<file path="src/rtl/disp_scan_pkg.sv">
package disp_scan_pkg;
  localparam int unsigned DEF_NUM_WORDS = 8;
  localparam int unsigned DEF_DATA_W    = 8;
  localparam int unsigned DEF_SETTLE    = 1;
endpackage

</file>
<file path="src/rtl/disp_scan_seq.sv">
module disp_scan_seq #(
  parameter int unsigned NUM_WORDS = disp_scan_pkg::DEF_NUM_WORDS,
  parameter int unsigned SETTLE    = disp_scan_pkg::DEF_SETTLE,
  localparam int unsigned SEL_W    = $clog2(NUM_WORDS),
  localparam int unsigned DLY_W    = $clog2(SETTLE + 2)
) (
  input  logic             clk_i,
  input  logic             rst_ni,
  output logic [SEL_W-1:0] sel_o,
  output logic             load_o,
  output logic             frame_o
);
  localparam logic [SEL_W-1:0] LAST = SEL_W'(NUM_WORDS - 1);

  logic [SEL_W-1:0] sel_q;
  logic [DLY_W-1:0] dly_q;
  logic             frame_q;

  // load cycle is the final cycle of the dwell
  assign load_o  = (dly_q == DLY_W'(SETTLE));
  assign sel_o   = sel_q;
  assign frame_o = frame_q;

  always_ff @(posedge clk_i or negedge rst_ni) begin
    if (!rst_ni) begin
      sel_q   <= '0;
      dly_q   <= '0;
      frame_q <= 1'b0;
    end else if (load_o) begin
      dly_q   <= '0;
      sel_q   <= (sel_q == LAST) ? '0 : sel_q + SEL_W'(1);
      frame_q <= (sel_q == LAST);
    end else begin
      dly_q   <= dly_q + DLY_W'(1);
      frame_q <= 1'b0;
    end
  end
endmodule

</file>
<file path="src/rtl/disp_scan_dec.sv">
module disp_scan_dec #(
  parameter int unsigned NUM_WORDS = disp_scan_pkg::DEF_NUM_WORDS,
  localparam int unsigned SEL_W    = $clog2(NUM_WORDS)
) (
  input  logic [SEL_W-1:0]     sel_i,
  input  logic                 en_i,
  output logic [NUM_WORDS-1:0] stb_o
);
  for (genvar i = 0; i < NUM_WORDS; i++) begin : g_slot
    assign stb_o[i] = en_i && (sel_i == SEL_W'(i));
  end
endmodule

</file>
<file path="src/rtl/disp_scan_store.sv">
module disp_scan_store #(
  parameter int unsigned NUM_WORDS = disp_scan_pkg::DEF_NUM_WORDS,
  parameter int unsigned DATA_W    = disp_scan_pkg::DEF_DATA_W
) (
  input  logic                              clk_i,
  input  logic                              rst_ni,
  input  logic [NUM_WORDS-1:0]              stb_i,
  input  logic [DATA_W-1:0]                 data_i,
  output logic [NUM_WORDS-1:0][DATA_W-1:0]  word_o
);
  for (genvar i = 0; i < NUM_WORDS; i++) begin : g_reg
    logic [DATA_W-1:0] word_q;
    always_ff @(posedge clk_i or negedge rst_ni) begin
      if (!rst_ni)       word_q <= '0;
      else if (stb_i[i]) word_q <= data_i;
    end
    assign word_o[i] = word_q;
  end
endmodule

</file>
<file path="src/rtl/disp_scan_capture.sv">
module disp_scan_capture #(
  parameter int unsigned NUM_WORDS = disp_scan_pkg::DEF_NUM_WORDS,
  parameter int unsigned DATA_W    = disp_scan_pkg::DEF_DATA_W,
  parameter int unsigned SETTLE    = disp_scan_pkg::DEF_SETTLE,
  localparam int unsigned SEL_W    = $clog2(NUM_WORDS)
) (
  input  logic                              clk_i,
  input  logic                              rst_ni,
  output logic [SEL_W-1:0]                  mux_sel_no,
  input  logic [DATA_W-1:0]                 mux_data_ni,
  output logic [NUM_WORDS-1:0]              load_stb_o,
  output logic [NUM_WORDS-1:0][DATA_W-1:0]  word_o,
  output logic                              frame_done_o
);
  logic [SEL_W-1:0]  sel;
  logic              load;
  logic [DATA_W-1:0] data_pos;

  disp_scan_seq #(.NUM_WORDS(NUM_WORDS), .SETTLE(SETTLE)) u_seq (
    .clk_i  (clk_i),
    .rst_ni (rst_ni),
    .sel_o  (sel),
    .load_o (load),
    .frame_o(frame_done_o)
  );

  disp_scan_dec #(.NUM_WORDS(NUM_WORDS)) u_dec (
    .sel_i(sel),
    .en_i (load),
    .stb_o(load_stb_o)
  );

  assign mux_sel_no = ~sel;
  assign data_pos   = ~mux_data_ni;

  disp_scan_store #(.NUM_WORDS(NUM_WORDS), .DATA_W(DATA_W)) u_store (
    .clk_i (clk_i),
    .rst_ni(rst_ni),
    .stb_i (load_stb_o),
    .data_i(data_pos),
    .word_o(word_o)
  );
endmodule

</file>
<file path="config.mk">
export PLATFORM = sky130hd
export DESIGN_NAME = disp_scan_capture
export DESIGN_NICKNAME = d
export VERILOG_FILES = /design/src/rtl/disp_scan_pkg.sv /design/src/rtl/disp_scan_seq.sv /design/src/rtl/disp_scan_dec.sv /design/src/rtl/disp_scan_store.sv /design/src/rtl/disp_scan_capture.sv
export SDC_FILE = /design/constraint.sdc
export NUM_CORES = 1
export LEC_CHECK = 0
export BUFFER_PORTS_ARGS = -buffer_cell sky130_fd_sc_hd__buf_2
export CORE_MARGIN = 1.5
export CORE_UTILIZATION = 51
export DETAILED_ROUTE_END_ITERATION = 6
export GPL_ROUTABILITY_DRIVEN = 0
export PLACE_DENSITY = 0.79
export SYNTH_ARGS = -nofsm -noshare
export SYNTH_HDL_FRONTEND = slang
export SYNTH_SLANG_ARGS = --single-unit
export TNS_END_PERCENT = 30
</file>
<file path="constraint.sdc">
create_clock -name clk_i -period 1.75 [get_ports clk_i]
set_clock_uncertainty 0.05 [all_clocks]
set_input_delay 0.2625 -clock clk_i [delete_from_list [all_inputs] [get_ports clk_i]]
set_output_delay 0.2625 -clock clk_i [all_outputs]
set_load 0.05 [all_outputs]
</file>
==> summary.txt <==
Status
  – Outcome: finished, violations left
  – Failing checks: setup timing

Setup path
  – Critical path launch point type: flip-flop
  – WP data required: approximately 1400 ps
  – R2R Path Start: u_seq.sel_o[0]
  – Crit path max-delay cell type: dfrtp_2
  – CP max stage delay: 460 ps
  – FF-to-FF End: u_store.g_reg[6].word_q[6]
  – Cell mode on critical path: ha_4
  – Worst Path Max Fanout: 4
  – Cell depth of the worst flop-to-flop path: 5
  – CP Cell Sequence: ha_4 -> ha_4 -> nand3b_1 -> clkinvlp_4 -> buf_8
  – FF-to-FF setup slack: 210 ps
  – Crit path capture type: output port
  – Worst Setup Path Type: flip-flop to output port
  – Crit path DAT: 1570 ps

Synth
  – Syn avg cell area: 12.0 um2
  – Synth Instances: 249
  – Sequential area share after synthesis: 58.6%
  – Yosys warns: 0
  – Syn Nets: 265
  – Register bit total from synthesis: 70
  – Yosys cell types: 15
  – Mapped Area: 2990 um2

Timing
  – Setup tns final: -490 ps
  – Endpoints failing hold: 0
  – Worst-margin pin slew: 369 ps
  – Slew Limit Fails: 0
  – Highest Clock Rate: 0.532 GHz
  – Hold Slack: between 150 and 200 ps
  – Final setup margin: -130 ps
  – Setup violators final: 8
  – Min cycle time layout: approximately 1900 ps
  – Slew HR: 75.4%
  – Final period util: 107%
  – Unrepaired setup endpoints after global routing: yes

Routing
  – DRT Pass-1 Iters: 4
  – Routed wire length: 6370 um
  – Mean number of vias per cell: around 4.7
  – Drt wl/cell: approximately 15 um
  – Routed vias: 1952
  – Remaining DRCs: 0
  – Final ANT Viol Nets: 0
  – Iter 0 DRT Violations: 71

Global routing
  – First-pass GRT wire length: 10200 um
  – Gr usage total: 22.2%
  – Largest net degree at the start of global routing: 71
  – Grt total ovfl: 0
  – Initial antenna violation count: 0
  – Vias in the first global route: 2046

Floorplanning
  – Rows: 27
  – # IOs: 86
  – Die Y: 79.6 um
  – Core area: 5570 um2
  – Initial core utilization: 53.7%
  – Die width: 79.6 um
  – Die area: between 6000 and 7000 um2

Pwr
  – Pleak: 0.00240 uW
  – Int Pwr: 2590 uW
  – Combinational power share: between 10% and 20%
  – Power density cells: ~940 nW/um2
  – Clk pwr share: 38.4%
  – Peak supply drop: 521 uV
  – Sequential share of power: 47.8%
  – Switching Share: 28.5%
  – Net Switching: slightly above 1000 uW

Cells and area
  – Fraction of layout cells with a size suffix above 1: 37.1%
  – Net count, final: 356
  – Antenna cells: 0
  – Final Cell Area: slightly below 4000 um2
  – Finished Core Util: 69.0%
  – P&R area growth vs syn: 28.5%
  – Commonest non-fill, non-tap cells in the layout: buf_2, inv_1, dfrtp_1
  – Most common cell after layout, fill and taps aside: buf_2
  – Final Non-Filler Cells: 417

Placement
  – IO buf count: 85
  – Cell Count Post-Placement: around 400
  – DP Area: 3500 um2
  – HPWL Detailed: approximately 4400 um

Clock network
  – Worst-skew pair later-pin latency: 330 ps
  – CTS tree: done
  – Clock buffer depth: 2
  – CTS clk-pin slew, worst paths: roughly 80 ps
  – Root Buffer: clkbuf_8
  – Num Clock Sinks: 70
  – H-Tree Depth: 3
  – Total CTS buffers: 9

Min path
  – Hold Path End: u_store.g_reg[4].word_q[0]
  – Hold Crit Class: input port to flip-flop
  – WHS Path Cells: 2
  – Hold Startpoint: mux_data_ni[0]

Run
  – Maxcap violations: 0
[state kept, by name, summed over array words and instances, names as in the netlist]
register	count
u_seq.dly_q	2
u_store.g.word_q	64
u_seq.frame_o	1
u_seq.sel_o	3
[worst max-delay path: cells and delay by family (launching register included)]
family                   cells  cell delay [ps]
flip-flops                   1              460
buffers and inverters        2              300
adder cells (fa/ha/maj)      2              330
AND/OR/NAND/NOR              1              140
[final cells by class]
| cell class | count | area [um2] |
|---|---|---|
| fillers | 432 | 1730 |
| flip-flops and latches | 70 | 1760 |
| repair buffers | 98 | 596 |
| clock buffers | 9 | 124 |
| clock inverters | 7 | 88.8 |
| well taps | 72 | 90.1 |
| inverters | 76 | 304 |
| multi-input cells | 85 | 886 |
[cells by family after synthesis]
group,share of synthesized area (%)
flip-flops,58.6
multiplexers,22.1
AO/OA/AOI/OAI,0.167
AND/OR/NAND/NOR,3.47
buffers and inverters,13.2
adder cells (fa/ha/maj),2.51
[cells in the mapped netlist]
cell type  count  area share (%)
dfrtp_1       70              59
and2b_1        1            0.25
nand3b_1       2            0.50
nand4b_1       3            0.88
buf_1          8             1.0
o21ai_0        1            0.17
mux2i_1       65              22
nand4bb_1      4             1.5
inv_1         76             9.5
ha_1           6             2.5
nor2_1         1            0.13
buf_6          1            0.38
buf_4          9             2.3
mux2_1         1            0.38
nor2b_1        1            0.21
[per-layer routing]
metal	part of all wire, %	wire [um]	vias up	global-route usage (%)
li1	-	-	933	-
met1	43	2750	958	28.2
met2	49	3140	55	36.1
met3	6.1	389	6	6.17
met4	1.4	90	0	8.42
met5	0	0	-	0
[power by group through the flow]
| stage | Sequential [uW] | Clock (uW) | Combinational (uW) |
|---|---|---|---|
| after CTS | 1730 | 1430 | 507 |
| after global routing | 1740 | 1470 | 535 |
| after detailed placement | 1760 | 0 | 505 |
| after global placement | 1760 | 0 | 496 |
| final | 1730 | 1390 | 501 |
| after floorplan | 2030 | 0 | 82.6 |
[per-stage QoR]
step / worst slack (ps) / total power [uW]
2_1_floorplan: -64.6 / 2110
3_3_place_gp: 132 / 2250
3_5_place_dp: 113 / 2270
4_1_cts: -123 / 3660
5_1_grt: -201 / 3740
6_report: -130 / 3620
[worst max-delay path by stage]
stage | from | end | slack [ps] | cells past startpoint
floorplan | u_seq.sel_o[0] | load_stb_o[0] | -60 | 5
global placement | u_seq.sel_o[0] | load_stb_o[3] | 130 | 5
CTS | u_seq.sel_o[1] | load_stb_o[3] | -120 | 5
finish | u_seq.sel_o[0] | load_stb_o[3] | -130 | 5
global route | u_seq.sel_o[0] | load_stb_o[6] | -200 | 5
detailed placement | u_seq.sel_o[0] | load_stb_o[3] | 110 | 5
[repair_timing]
action,4_1_cts,5_1_grt
endpoints found under the setup margin,8,8
pin swaps,2,1
setup buffers,3,0
resized for setup,23,6
hold endpoints to repair,70,0
hold buffers,1,0
Power figures use the tool's default switching activity.
